<file path="src/rtl/wdt_pkg.sv">
package wdt_pkg;
  localparam int CNT_W = 16;

  typedef enum logic [1:0] {
    SEL_CTRL   = 2'd0,
    SEL_CFG    = 2'd1,
    SEL_CNT_LO = 2'd2,
    SEL_CNT_HI = 2'd3
  } wdt_sel_e;

  // control register bit positions
  localparam int CT_STS   = 0;
  localparam int CT_FORCE = 1;
  localparam int CT_GP    = 4;
  localparam int CT_KBD   = 5;
  localparam int CT_MOUSE = 6;
  localparam int CT_CIR   = 7;

  // configuration register bit positions
  localparam int CF_PWROK = 4;
  localparam int CF_KRST  = 6;
  localparam int CF_SEC   = 7;
endpackage

</file>
<file path="src/rtl/wdt_unit_presc.sv">
module wdt_unit_presc #(
  parameter int DIV = 60
) (
  input  logic clk,
  input  logic rst_n,
  input  logic run,
  input  logic sec_mode,
  input  logic clr,
  input  logic tick_1s,
  output logic unit_tick
);
  localparam int PW = (DIV > 1) ? $clog2(DIV) : 1;

  logic [PW-1:0] presc_q, presc_d;

  always_comb begin
    presc_d   = presc_q;
    unit_tick = 1'b0;
    if (!run || clr) begin
      presc_d = '0;
    end else if (tick_1s) begin
      if (sec_mode) begin
        unit_tick = 1'b1;
        presc_d   = '0;
      end else if (presc_q == PW'(DIV - 1)) begin
        unit_tick = 1'b1;
        presc_d   = '0;
      end else begin
        presc_d = presc_q + 1'b1;
      end
    end
  end

  always_ff @(posedge clk or negedge rst_n) begin
    if (!rst_n) presc_q <= '0;
    else        presc_q <= presc_d;
  end

  // prescaler never leaves its range
  a_r4_presc_bound: assert property (@(posedge clk) disable iff (!rst_n)
    presc_q <= PW'(DIV - 1));
  // a load or reload restarts the prescaler
  a_r4_presc_clear: assert property (@(posedge clk) disable iff (!rst_n)
    clr |=> presc_q == '0);
endmodule

</file>
<file path="src/rtl/wdt_reload_ctl.sv">
module wdt_reload_ctl #(
  parameter int DLY = 500000
) (
  input  logic clk,
  input  logic rst_n,
  input  logic run,
  input  logic ev_gp,
  input  logic ev_kbd,
  input  logic ev_mouse,
  input  logic ev_cir,
  input  logic en_gp,
  input  logic en_kbd,
  input  logic en_mouse,
  input  logic en_cir,
  output logic reload
);
  localparam int DW = $clog2(DLY + 1);

  logic          pend_q, pend_d;
  logic [DW-1:0] dcnt_q, dcnt_d;
  logic          fast_hit, slow_hit;

  always_comb begin
    fast_hit = run && ((ev_gp && en_gp) || (ev_kbd && en_kbd) || (ev_mouse && en_mouse));
    slow_hit = run && pend_q && (dcnt_q == '0);
    pend_d   = pend_q;
    dcnt_d   = dcnt_q;
    if (!run) begin
      pend_d = 1'b0;
      dcnt_d = '0;
    end else if (pend_q) begin
      if (dcnt_q == '0) pend_d = 1'b0;
      else              dcnt_d = dcnt_q - 1'b1;
    end else if (ev_cir && en_cir) begin
      pend_d = 1'b1;
      dcnt_d = DW'(DLY - 1);
    end
    reload = fast_hit || slow_hit;
  end

  always_ff @(posedge clk or negedge rst_n) begin
    if (!rst_n) begin
      pend_q <= 1'b0;
      dcnt_q <= '0;
    end else begin
      pend_q <= pend_d;
      dcnt_q <= dcnt_d;
    end
  end

  // wait counter stays inside the programmed delay
  a_r9_delay_bound: assert property (@(posedge clk) disable iff (!rst_n)
    pend_q |-> dcnt_q <= DW'(DLY - 1));
  // a pending delayed reload is dropped once the timer stops
  a_r9_drop_when_stopped: assert property (@(posedge clk) disable iff (!rst_n)
    !run |=> !pend_q);
endmodule

</file>
<file path="src/rtl/wdt_down_cnt.sv">
module wdt_down_cnt #(
  parameter int W = 16
) (
  input  logic         clk,
  input  logic         rst_n,
  input  logic         force_exp,
  input  logic         load,
  input  logic [W-1:0] load_val,
  input  logic         reload,
  input  logic [W-1:0] reload_val,
  input  logic         unit_tick,
  output logic [W-1:0] cnt,
  output logic         run,
  output logic         expire
);
  logic [W-1:0] cnt_q, cnt_d;
  logic         run_q, run_d;

  always_comb begin
    cnt_d  = cnt_q;
    run_d  = run_q;
    expire = 1'b0;
    if (force_exp) begin
      cnt_d  = '0;
      run_d  = 1'b0;
      expire = 1'b1;
    end else if (load) begin
      cnt_d = load_val;
      run_d = (load_val != '0);
    end else if (run_q && reload) begin
      cnt_d = reload_val;
    end else if (run_q && unit_tick) begin
      cnt_d = cnt_q - 1'b1;
      if (cnt_q == W'(1)) begin
        run_d  = 1'b0;
        expire = 1'b1;
      end
    end
  end

  always_ff @(posedge clk or negedge rst_n) begin
    if (!rst_n) begin
      cnt_q <= '0;
      run_q <= 1'b0;
    end else begin
      cnt_q <= cnt_d;
      run_q <= run_d;
    end
  end

  assign cnt = cnt_q;
  assign run = run_q;

  // a running timer never holds a zero count
  a_r5_run_nonzero: assert property (@(posedge clk) disable iff (!rst_n)
    run_q |-> cnt_q != '0);
  // expiry leaves the timer stopped at zero
  a_r5_expire_stops: assert property (@(posedge clk) disable iff (!rst_n)
    expire |=> (!run_q && cnt_q == '0));
  // an undisturbed unit tick takes exactly one off the count
  a_r3_single_step: assert property (@(posedge clk) disable iff (!rst_n)
    (run_q && unit_tick && !load && !reload && !force_exp) |=> cnt_q == $past(cnt_q) - 1'b1);
  // a stopped timer holds its count until loaded
  a_r5_hold_stopped: assert property (@(posedge clk) disable iff (!rst_n)
    (!run_q && !load && !force_exp) |=> $stable(cnt_q));
endmodule

</file>
<file path="src/rtl/wdt_pulse_gen.sv">
module wdt_pulse_gen #(
  parameter int CYC = 1000
) (
  input  logic clk,
  input  logic rst_n,
  input  logic start,
  input  logic en_kbd,
  input  logic en_pwr,
  output logic kbd_pulse,
  output logic pwr_pulse
);
  localparam int CW = $clog2(CYC + 1);

  logic [CW-1:0] cnt_q, cnt_d;
  logic          kbd_q, kbd_d, pwr_q, pwr_d;

  always_comb begin
    cnt_d = cnt_q;
    kbd_d = kbd_q;
    pwr_d = pwr_q;
    if (start) begin
      cnt_d = CW'(CYC - 1);
      kbd_d = en_kbd;
      pwr_d = en_pwr;
    end else if (kbd_q || pwr_q) begin
      if (cnt_q == '0) begin
        kbd_d = 1'b0;
        pwr_d = 1'b0;
      end else begin
        cnt_d = cnt_q - 1'b1;
      end
    end
  end

  always_ff @(posedge clk or negedge rst_n) begin
    if (!rst_n) begin
      cnt_q <= '0;
      kbd_q <= 1'b0;
      pwr_q <= 1'b0;
    end else begin
      cnt_q <= cnt_d;
      kbd_q <= kbd_d;
      pwr_q <= pwr_d;
    end
  end

  assign kbd_pulse = kbd_q;
  assign pwr_pulse = pwr_q;

  // no pulse appears without an expiry
  a_r7_kbd_quiet: assert property (@(posedge clk) disable iff (!rst_n)
    (!start && !kbd_q) |=> !kbd_q);
  a_r7_pwr_quiet: assert property (@(posedge clk) disable iff (!rst_n)
    (!start && !pwr_q) |=> !pwr_q);
  // a disabled output stays low on expiry
  a_r7_kbd_gated: assert property (@(posedge clk) disable iff (!rst_n)
    (start && !en_kbd) |=> !kbd_q);
endmodule

</file>
<file path="src/rtl/wdog_unit_timer.sv">
module wdog_unit_timer #(
  parameter int PRESC_DIV = 60,
  parameter int PULSE_CYC = 1000,
  parameter int CIR_DELAY = 500000
) (
  input  logic        clk,
  input  logic        rst_n,
  input  logic        tick_1s,
  input  logic        reg_we,
  input  logic [1:0]  reg_sel,
  input  logic [7:0]  reg_wdata,
  output logic [7:0]  reg_rdata,
  input  logic        ev_gp_read,
  input  logic        ev_kbd_irq,
  input  logic        ev_mouse_irq,
  input  logic        ev_cir_irq,
  output logic [15:0] count_now,
  output logic        running,
  output logic        kbd_rst_pulse,
  output logic        pwr_ok_pulse
);
  import wdt_pkg::*;

  // reset: asserted asynchronously, released on the clock
  logic [1:0] rsync_q;
  logic       rst_ns;

  always_ff @(posedge clk or negedge rst_n) begin
    if (!rst_n) rsync_q <= 2'b00;
    else        rsync_q <= {rsync_q[0], 1'b1};
  end
  assign rst_ns = rsync_q[1];

  // register state
  logic [3:0]       en_q, en_d;
  logic             sts_q, sts_d;
  logic [7:0]       cfg_q, cfg_d;
  logic [7:0]       lo_q, lo_d, hi_q, hi_d;
  logic             wr_ctrl, wr_cfg, wr_lo, wr_hi;
  logic             force_exp, load, reload, unit_tick, expire;
  logic [CNT_W-1:0] load_val, prog_val, cnt;
  logic             run;

  always_comb begin
    wr_ctrl   = reg_we && (reg_sel == SEL_CTRL);
    wr_cfg    = reg_we && (reg_sel == SEL_CFG);
    wr_lo     = reg_we && (reg_sel == SEL_CNT_LO);
    wr_hi     = reg_we && (reg_sel == SEL_CNT_HI);
    force_exp = wr_ctrl && reg_wdata[CT_FORCE];
    load      = wr_lo || wr_hi;
    load_val  = wr_lo ? {hi_q, reg_wdata} : {reg_wdata, lo_q};
    prog_val  = {hi_q, lo_q};

    en_d  = wr_ctrl ? reg_wdata[7:4] : en_q;
    cfg_d = wr_cfg  ? reg_wdata      : cfg_q;
    lo_d  = wr_lo   ? reg_wdata      : lo_q;
    hi_d  = wr_hi   ? reg_wdata      : hi_q;

    sts_d = sts_q;
    if (wr_ctrl && !reg_wdata[CT_STS]) sts_d = 1'b0;
    if (expire)                        sts_d = 1'b1;
  end

  always_ff @(posedge clk or negedge rst_ns) begin
    if (!rst_ns) begin
      en_q  <= '0;
      sts_q <= 1'b0;
      cfg_q <= '0;
      lo_q  <= '0;
      hi_q  <= '0;
    end else begin
      en_q  <= en_d;
      sts_q <= sts_d;
      cfg_q <= cfg_d;
      lo_q  <= lo_d;
      hi_q  <= hi_d;
    end
  end

  always_comb begin
    case (reg_sel)
      SEL_CTRL:   reg_rdata = {en_q, 2'b00, 1'b0, sts_q};
      SEL_CFG:    reg_rdata = cfg_q;
      SEL_CNT_LO: reg_rdata = lo_q;
      default:    reg_rdata = hi_q;
    endcase
  end

  wdt_unit_presc #(.DIV(PRESC_DIV)) u_presc (
    .clk       (clk),
    .rst_n     (rst_ns),
    .run       (run),
    .sec_mode  (cfg_q[CF_SEC]),
    .clr       (load || reload),
    .tick_1s   (tick_1s),
    .unit_tick (unit_tick)
  );

  wdt_reload_ctl #(.DLY(CIR_DELAY)) u_reload (
    .clk      (clk),
    .rst_n    (rst_ns),
    .run      (run),
    .ev_gp    (ev_gp_read),
    .ev_kbd   (ev_kbd_irq),
    .ev_mouse (ev_mouse_irq),
    .ev_cir   (ev_cir_irq),
    .en_gp    (en_q[CT_GP-4]),
    .en_kbd   (en_q[CT_KBD-4]),
    .en_mouse (en_q[CT_MOUSE-4]),
    .en_cir   (en_q[CT_CIR-4]),
    .reload   (reload)
  );

  wdt_down_cnt #(.W(CNT_W)) u_cnt (
    .clk        (clk),
    .rst_n      (rst_ns),
    .force_exp  (force_exp),
    .load       (load),
    .load_val   (load_val),
    .reload     (reload),
    .reload_val (prog_val),
    .unit_tick  (unit_tick),
    .cnt        (cnt),
    .run        (run),
    .expire     (expire)
  );

  wdt_pulse_gen #(.CYC(PULSE_CYC)) u_pulse (
    .clk       (clk),
    .rst_n     (rst_ns),
    .start     (expire),
    .en_kbd    (cfg_q[CF_KRST]),
    .en_pwr    (cfg_q[CF_PWROK]),
    .kbd_pulse (kbd_rst_pulse),
    .pwr_pulse (pwr_ok_pulse)
  );

  assign count_now = cnt;
  assign running   = run;

  // status holds unless a control write clears bit 0
  a_r6_status_sticky: assert property (@(posedge clk) disable iff (!rst_ns)
    (sts_q && !(wr_ctrl && !reg_wdata[CT_STS])) |=> sts_q);
  // a force write expires the timer at once
  a_r10_force_expires: assert property (@(posedge clk) disable iff (!rst_ns)
    force_exp |=> (sts_q && !running && count_now == '0));
  // a zero load leaves the timer stopped
  a_r2_zero_stops: assert property (@(posedge clk) disable iff (!rst_ns)
    (load && load_val == '0) |=> !running);
endmodule

</file>
<file path="config.mk">
export PLATFORM = sky130hd
export DESIGN_NAME = wdog_unit_timer
export DESIGN_NICKNAME = d
export VERILOG_FILES = /design/src/rtl/wdt_pkg.sv /design/src/rtl/wdt_unit_presc.sv /design/src/rtl/wdt_reload_ctl.sv /design/src/rtl/wdt_down_cnt.sv /design/src/rtl/wdt_pulse_gen.sv /design/src/rtl/wdog_unit_timer.sv
export SDC_FILE = /design/constraint.sdc
export NUM_CORES = 1
export LEC_CHECK = 0
export ABC_AREA = 1
export CAP_MARGIN = 5
export CORE_UTILIZATION = 24
export CTS_CLUSTER_DIAMETER = 120
export DETAILED_ROUTE_END_ITERATION = 10
export SLEW_MARGIN = 30
export SYNTH_ARGS = -nofsm -noshare
export SYNTH_HDL_FRONTEND = slang
export SYNTH_HIERARCHICAL = 1
export SYNTH_SLANG_ARGS = --single-unit
</file>
<file path="constraint.sdc">
create_clock -name clk -period 5.6 [get_ports clk]
set_input_delay 0.56 -clock clk [delete_from_list [all_inputs] [get_ports clk]]
set_output_delay 0.56 -clock clk [all_outputs]
set_load 0.01 [all_outputs]
</file>
==> results of run 1 <==
[critical path: stages]
cell and delay, ns:
clkdlybuf4s50_1 0.82, inv_2 0.16, nand2_4 0.12, inv_4 0.07, nand2_8 0.11, nand3b_1 0.14
nor3_1 0.19, nand2_1 0.12, nor4_1 0.28, nand2_1 0.12, o21ai_0 0.66, inv_2 0.36
nand2_8 0.20, nand2_1 0.07, nand2_1 0.05
[power by group through the flow]
stage          Clock, mW  Sequential (mW)  Combinational (mW)
6_report           0.685             1.01                1.24
5_1_grt            0.733             1.04                1.41
4_1_cts            0.701             1.01                1.25
3_5_place_dp           0             1.02                1.24
3_3_place_gp           0             1.02                1.23
2_1_floorplan          0            0.971               0.875
[worst paths after layout]
check	endpoint	slack (ns)	cells past startpoint
setup / recovery	u_pulse/cnt_q[5]	1.86	15
hold / removal	cfg_q[0]	0.28	0
setup reg to reg	u_pulse/cnt_q[5]	1.94	16
hold reg to reg	cfg_q[0]	0.28	0
max in group asynchronous	u_reload/dcnt_q[8]	4.29	1
min in group clk	rsync_q[1]	0.36	0
[metal layers]
| metal | part of all wire [%] | global-route usage [%] |
|---|---|---|
| met4 | 1.0 | 3.315 |
| met1 | 48 | 18.08 |
| met2 | 47 | 21.95 |
| met5 | 0 | 0 |
| met3 | 4.1 | 2.869 |
[layout make-up]
class / instances / area [sq um] / share of cell area, %
Clock buffer: 10 / 239.0 / 3.569
Inverter: 83 / 314.1 / 4.690
Clock inverter: 6 / 97.59 / 1.457
Sequential cell: 86 / 2156 / 32.19
Tap cell: 313 / 391.6 / 5.848
Timing Repair Buffer: 45 / 447.9 / 6.689
Multi-Input combinational cell: 643 / 3050 / 45.55
[placed cells by master (no fill, tap or decap), types with 2 or more instances in the layout]
master           synthesis  routed
nor2_2                  11      11
nand2_8                  3       3
nor2_1                  85      85
o21ai_1                  2       2
dfrtp_1                 86      85
inv_6                    0       3
ha_1                     5       5
inv_2                    8       8
xor2_1                   8       8
nand3b_1                 4       4
nand2_1                332     332
nor3_1                   6       6
nor4_1                   5       5
nand3_2                  2       2
clkbuf_16                0       9
nand3_4                  2       2
nand2_4                  4       4
o21ai_0                 29      29
a21oi_1                  8       8
bufinv_16                0       2
nor2_4                  10      10
clkdlybuf4s50_1          0      44
o21bai_1                 2       2
nand4_1                 11      11
inv_1                   74      74
nand2_2                 12      12
or2_2                    2       2
o21ai_2                  9       9
nand3_1                 84      84
[state kept, by name (all words and copies together), names as in the netlist, 4 cells and up]
| name | count |
|---|---|
| en_q | 4 |
| u_reload/dcnt_q | 19 |
| hi_q | 8 |
| u_presc/presc_q | 6 |
| u_cnt/cnt | 16 |
| u_pulse/cnt_q | 10 |
| lo_q | 8 |
| cfg_q | 8 |
[cell families after synthesis]
group | Yosys count | share of synthesized area [%]
AO/OA/AOI/OAI | 55 | 5.780
XOR/XNOR | 8 | 1.240
adder cells (fa/ha/maj) | 5 | 1.107
buffers and inverters | 100 | 7.928
flip-flops | 86 | 38.09
other | 1 | 0.06637
AND/OR/NAND/NOR | 574 | 45.79
[metrics by stage]
step	utilization [%]	area (sq um)	hold slack (ns)	worst slack, ns
after floorplan	-	5650	0.2644	2.585
after detailed placement	27.84	6360	0.3055	1.501
after global routing	29.31	6696	0.3363	1.451
after global placement	27.84	6360	0.2988	1.628
final	29.31	6696	0.2848	1.856
after CTS	29.31	6696	0.3108	1.865
==> summary.md, run 1 <==
| Metric | Value |
|---|---|
| Worst skew pair latency | ~0.35 ns |
| Clock group share of total power | a little under a quarter |
| CP Max Fanout | 18 |
| Num CTS Buffers | 9 |
| Inst Count DP | around 1200 |
| Setup TNS | 0 ns |
| Die W | 155.4 um |
| Post-synth top area share | 38.09% |
| CORE AREA | 22850 sq um |
| Leak pwr | 3.351 nW |
| RSZ-0062 raised after global routing | false |
| Setup bufs post-CTS | 0 |
| Count of cell types in the netlist | 38 |
| Synth area leaders | dfrtp_1 38%, nand2_1 22%, nand3_1 7.4% |
| NetSw | 1.270 mW |
| Post-synthesis instance area | 5650 sq um |
| Worst min path class | reg2async |
| CTS tree | built |
| Final worst-path cycle share | 66.85% |
| Rows | 55 |
| Crit path DAT | 4.03 ns |
| Syn Inst Count | 829 |
| Vias per inst | approximately 4.5 |
| Die height | 155.4 um |
| H-Tree Level Count | 3 |
| DP Wirelength | roughly 12000 um |
| Cell internal pwr | 1.671 mW |
| First-pass GRT wire length | around 26000 um |
| Routed WL | 15710 um |
| CP Class | in2reg |
| Fin cells | 1186 |
| Final Hold Vio Count | 0 |
| Post-route minimum period | 3.744 ns |
| Die area | 24160 sq um |
| Maxcap violations | 0 |
| DR vias | roughly 5300 |
| Status | finished, final reports clean |
| Post-CTS resize count | 0 |
| Net Sw Frac | 43.18% |
| Required @ worst endpoint | 5.89 ns |
| Synth async-reset ratio | 100.0% |
| Largest net degree at the start of global routing | 52 |
| Clock sinks | 86 |
| Total global-route track usage | a little over an eighth |
| Top_reg_cell synth | dfrtp_1 |
| Worst setup SP type | input port |
| Initial Util | 24.73% |
| Register share of total power | around 34% |
| PwrDens | 439.1 nW/um^2 |
| Max transition margin | 44.92% |
| GRT overflow | 0 |
| Starting DRT DRC Count | roughly 410 |
| Syn_area_per_cell | 6.816 sq um |
| First-pass detailed-route iteration total | 5 |
| CTS clk-pin slew, worst paths | 0.07 ns |
| CTS Hold Bufs | 0 |
| Layout Nets | 891 |
| Clock Root Buffer | clkbuf_16 |
| Area Overhead vs Synth | 18.51% |
| Initial antenna violation count | 0 |
| F_max | 0.2671 GHz |
| Critical path startpoint | reg_sel[0] |
| Syn nets | 852 |
| Post-synthesis sequential area ratio | 38.09% |
| Worst vdd ir | 0.0001488 V |
| Logic pwr share | 42.3% |
| Largest area contributor in the netlist | dfrtp_1 |
| Vias in the first global route | between 4000 and 5000 |
| Reg2reg start | u_reload/dcnt_q[0] |
| IO buf count | 44 |
| Clock tree buffer depth | 2 |
| Worst-Margin Slew | 0.8176 ns |
| GPL Wtd Cong | 0.8860 |
| Slew Viols, Final | 0 |
| Residual DRC | 0 |
| Setup Skew | 0.01379 ns |
| Synth Warn # | 6 |
| Post-synth top cells | 332 x nand2_1, 86 x dfrtp_1, 85 x nor2_1 |
| Tot Pwr | 2.940 mW |
| Most numerous cell in the Yosys netlist | nand2_1 |
| IO Count | 45 |
| Antenna fix cells | 0 |
| Fill count | 2553 |
| Number of synthesized register bits | 86 |
| Post-synth EDFFs | 0 |
| Setup violations, final | 0 |
| DRT antenna net count | 0 |
| Layout cell share with drive strength beyond 1 | 9.507% |
| Avg WL per Cell | 13.24 um |
| Crit. End Element | flip-flop |
Note: power is estimated with default switching activity, not from simulation.
==> run 2: changes to the inputs <==
==> constraint.sdc (replaced) <==
create_clock -name clk -period 3.5 [get_ports clk]
set_input_delay 0.35 -clock clk [delete_from_list [all_inputs] [get_ports clk]]
set_output_delay 0.35 -clock clk [all_outputs]
set_load 0.01 [all_outputs]
==> summary.md, run 2 (synthesis results as in run 1) <==
| Metric | Value |
|---|---|
| Status | finished, final reports clean (unchanged) |
| Setup violations, final | 0 (unchanged) |
| Net Sw Frac | 44.48% (was 43.18%) |
| First-pass detailed-route iteration total | 5 (unchanged) |
| Layout cell share with drive strength beyond 1 | 10.23% (was 9.507%) |
| GPL Wtd Cong | 0.8591 (was 0.8860) |
| Clock Root Buffer | clkbuf_16 (unchanged) |
| Total global-route track usage | 13.23% (was 13.47%) |
| CP Max Fanout | 18 (unchanged) |
| Initial antenna violation count | 0 (unchanged) |
| Delay of the slowest critical-path stage | 0.38 ns (was 0.82 ns) |
| Vias per inst | 4.393 (was 4.475) |
| Commonest non-fill, non-tap cell in the layout | nand2_1 (unchanged) |
| Setup ws final | 0.5564 ns (was 1.856 ns) |
| CP dominant cell by count | nand2_1 (unchanged) |
| H-Tree Level Count | 3 (unchanged) |
| Setup Skew | 0.01119 ns (was 0.01379 ns) |
| Initial Util | 24.73% (unchanged) |
| Max transition margin | 63.40% (was 44.92%) |
| Clock group share of total power | 21.0% (was 23.3%) |
| GRT overflow | 0 (unchanged) |
| Register share of total power | 35.0% (was 34.4%) |
| PwrDens | 678.1 nW/um^2 (was 439.1 nW/um^2) |
| Routed WL | 15220 um (was 15710 um) |
| CORE AREA | 22850 sq um (unchanged) |
| Fin cells | 1193 (was 1186) |
| Die W | 155.4 um (unchanged) |
| Final worst-path cycle share | between 80% and 90% |
| Maxcap violations | 0 (unchanged) |
| Leak pwr | 3.360 nW (was 3.351 nW) |
| Commonest cells after routing, fill and taps aside | 332 x nand2_1, 85 x nor2_1, 85 x dfrtp_1, 84 x nand3_1, 74 x inv_1 (unchanged) |
| CTS clk-pin slew, worst paths | 0.07 ns (about the same) |
| Worst-Margin Slew | 0.5475 ns (was 0.8176 ns) |
| Required @ worst endpoint | 3.80 ns (was 5.89 ns) |
| Reg-to-reg endpoint | u_pulse/cnt_q[6] (was u_pulse/cnt_q[5]) |
| CTS Hold Bufs | 0 (unchanged) |
| Worst vdd ir | 0.0002210 V (was 0.0001488 V) |
| Die area | 24160 sq um (unchanged) |
| CP Class | reg2reg (was in2reg) |
| DRT antenna net count | 0 (unchanged) |
| Inst Count DP | 1177 (was 1170) |
| NetSw | 2.022 mW (was 1.270 mW) |
| Worst slack, placed | 0.3884 ns (was 1.501 ns) |
| Worst skew pair latency | 0.36 ns (was 0.35 ns) |
| Antenna fix cells | 0 (unchanged) |
| Largest net degree at the start of global routing | 34 (was 52) |
| Residual DRC | 0 (unchanged) |
| Starting DRT DRC Count | 317 (was 412) |
| Number of flip-flops in the largest register | 19 (unchanged) |
| Die height | 155.4 um (unchanged) |
| IO buf count | 44 (unchanged) |
| Layout Nets | 898 (was 891) |
| Clock tree buffer depth | 2 (unchanged) |
| First-pass GRT wire length | 24990 um (was 25540 um) |
| Crit. End Element | flip-flop (unchanged) |
| Slew Viols, Final | 0 (unchanged) |
| DP Wirelength | 11540 um (was 11690 um) |
| CP max-delay cell | dfrtp_1 (was clkdlybuf4s50_1) |
| IO Count | 45 (unchanged) |
| Avg WL per Cell | 12.76 um (was 13.24 um) |
| Biggest register | u_reload/dcnt_q (unchanged) |
| DR vias | 5241 (was 5307) |
| Setup slack, reg-to-reg | 0.56 ns (was 1.94 ns) |
| F_max | roughly 0.34 GHz |
| Reg2reg start | u_reload/dcnt_q[0] (unchanged) |
| Setup TNS | 0 ns (unchanged) |
| Worst setup SP type | flip-flop (was input port) |
| Critical Path, Cell by Cell | inv_1 -> ha_1 -> nand2_2 -> nor2_2 -> nand4_2 -> o21ai_0 -> nand3b_1 -> nor3_1 -> nand2_1 -> nor4_1 -> nand2_1 -> o21ai_0 -> buf_4 -> inv_2 -> nand2_8 -> nand2_1 -> nand2_1 (was clkdlybuf4s50_1 -> inv_2 -> nand2_4 -> inv_4 -> nand2_8 -> nand3b_1 -> nor3_1 -> nand2_1 -> nor4_1 -> nand2_1 -> o21ai_0 -> inv_2 -> nand2_8 -> nand2_1 -> nand2_1) |
| Worst min path class | in2async (was reg2async) |
| Setup bufs post-CTS | 0 (unchanged) |
| Area Overhead vs Synth | 18.62% (was 18.51%) |
| Final Hold Vio Count | 0 (unchanged) |
| Logic pwr share | 44.0% (was 42.3%) |
| Vias in the first global route | 4863 (was 4921) |
| Clock sinks | 86 (unchanged) |
| Crit path DAT | 3.24 ns (was 4.03 ns) |
| Cell internal pwr | 2.524 mW (was 1.671 mW) |
| Num CTS Buffers | 9 (unchanged) |
| Rows | 55 (unchanged) |
| RSZ-0062 raised after global routing | false (unchanged) |
| R2R depth | 17 (was 16) |
| CTS tree | built (unchanged) |
| Post-CTS resize count | 0 (unchanged) |
| Post-route minimum period | 2.944 ns |
## run 2: changes by cell type in the layout (fill, tap and decap cells not counted)
| cell | previous run | this run |
|---|---|---|
| clkinv_4 | 0 | 2 |
| buf_4 | 1 | 8 |
| clkbuf_8 | 1 | 0 |
| clkinvlp_4 | 0 | 1 |
| inv_8 | 1 | 2 |
| bufinv_16 | 2 | 0 |
| inv_6 | 3 | 2 |
## run 2: how the worst max path moves through the flow
stage | end | cells after the start | start
6_report | u_pulse/cnt_q[6] | 17 | u_reload/dcnt_q[0]
5_1_grt | u_pulse/pwr_pulse | 16 | u_reload/dcnt_q[0]
4_1_cts | u_pulse/cnt_q[3] | 17 | u_reload/dcnt_q[0]
3_5_place_dp | u_pulse/cnt_q[3] | 15 | ev_gp_read
3_3_place_gp | u_pulse/cnt_q[3] | 15 | ev_gp_read
2_1_floorplan | u_pulse/cnt_q[1] | 16 | u_reload/dcnt_q[0]
## run 2: worst max-delay path: cells and delay by family, from the launching register on
family	cells	cell delay, ns
simple gates	11	1.48
buf+inv	3	0.43
flops	1	0.38
compound gates	2	0.34
fa+ha+maj	1	0.25
## run 2: power groups by stage
| stage | Sequential (mW) | Clock, mW | Combinational (mW) |
|---|---|---|---|
| finish | 1.59 | 0.953 | 2.00 |
| global route | 1.64 | 1.03 | 2.27 |
| CTS | 1.59 | 0.988 | 2.02 |
| detailed placement | 1.61 | 0 | 2.01 |
| global placement | 1.61 | 0 | 2.00 |
| floorplan | 1.55 | 0 | 1.40 |
## run 2: final cells by class
type,count,area [sq um]
inverter,83,314.1
timing repair buffer,52,500.5
sequential,86,2156
clock buffer,9,225.2
tap,313,391.6
clock inverter,7,65.06
fill,2528,16140
multi-input combinational,643,3050
## run 2: per-layer routing
layer  part of all wire (%)  GRT usage, %
met3                    4.1         3.398
met5                      0             0
met1                     48         17.27
met2                     47         21.42
met4                   0.80         3.875
## run 2: metrics by stage
step           cell area, sq um  power (mW)  hold WS, ns  util, %
2_1_floorplan              5650       2.953      0.05441        -
3_3_place_gp               6412       3.603       0.2472    28.07
3_5_place_dp               6412       3.622       0.2471    28.07
4_1_cts                    6703       4.604       0.1397    29.34
5_1_grt                    6703       4.933       0.1452    29.34
6_report                   6703       4.545       0.1539    29.34
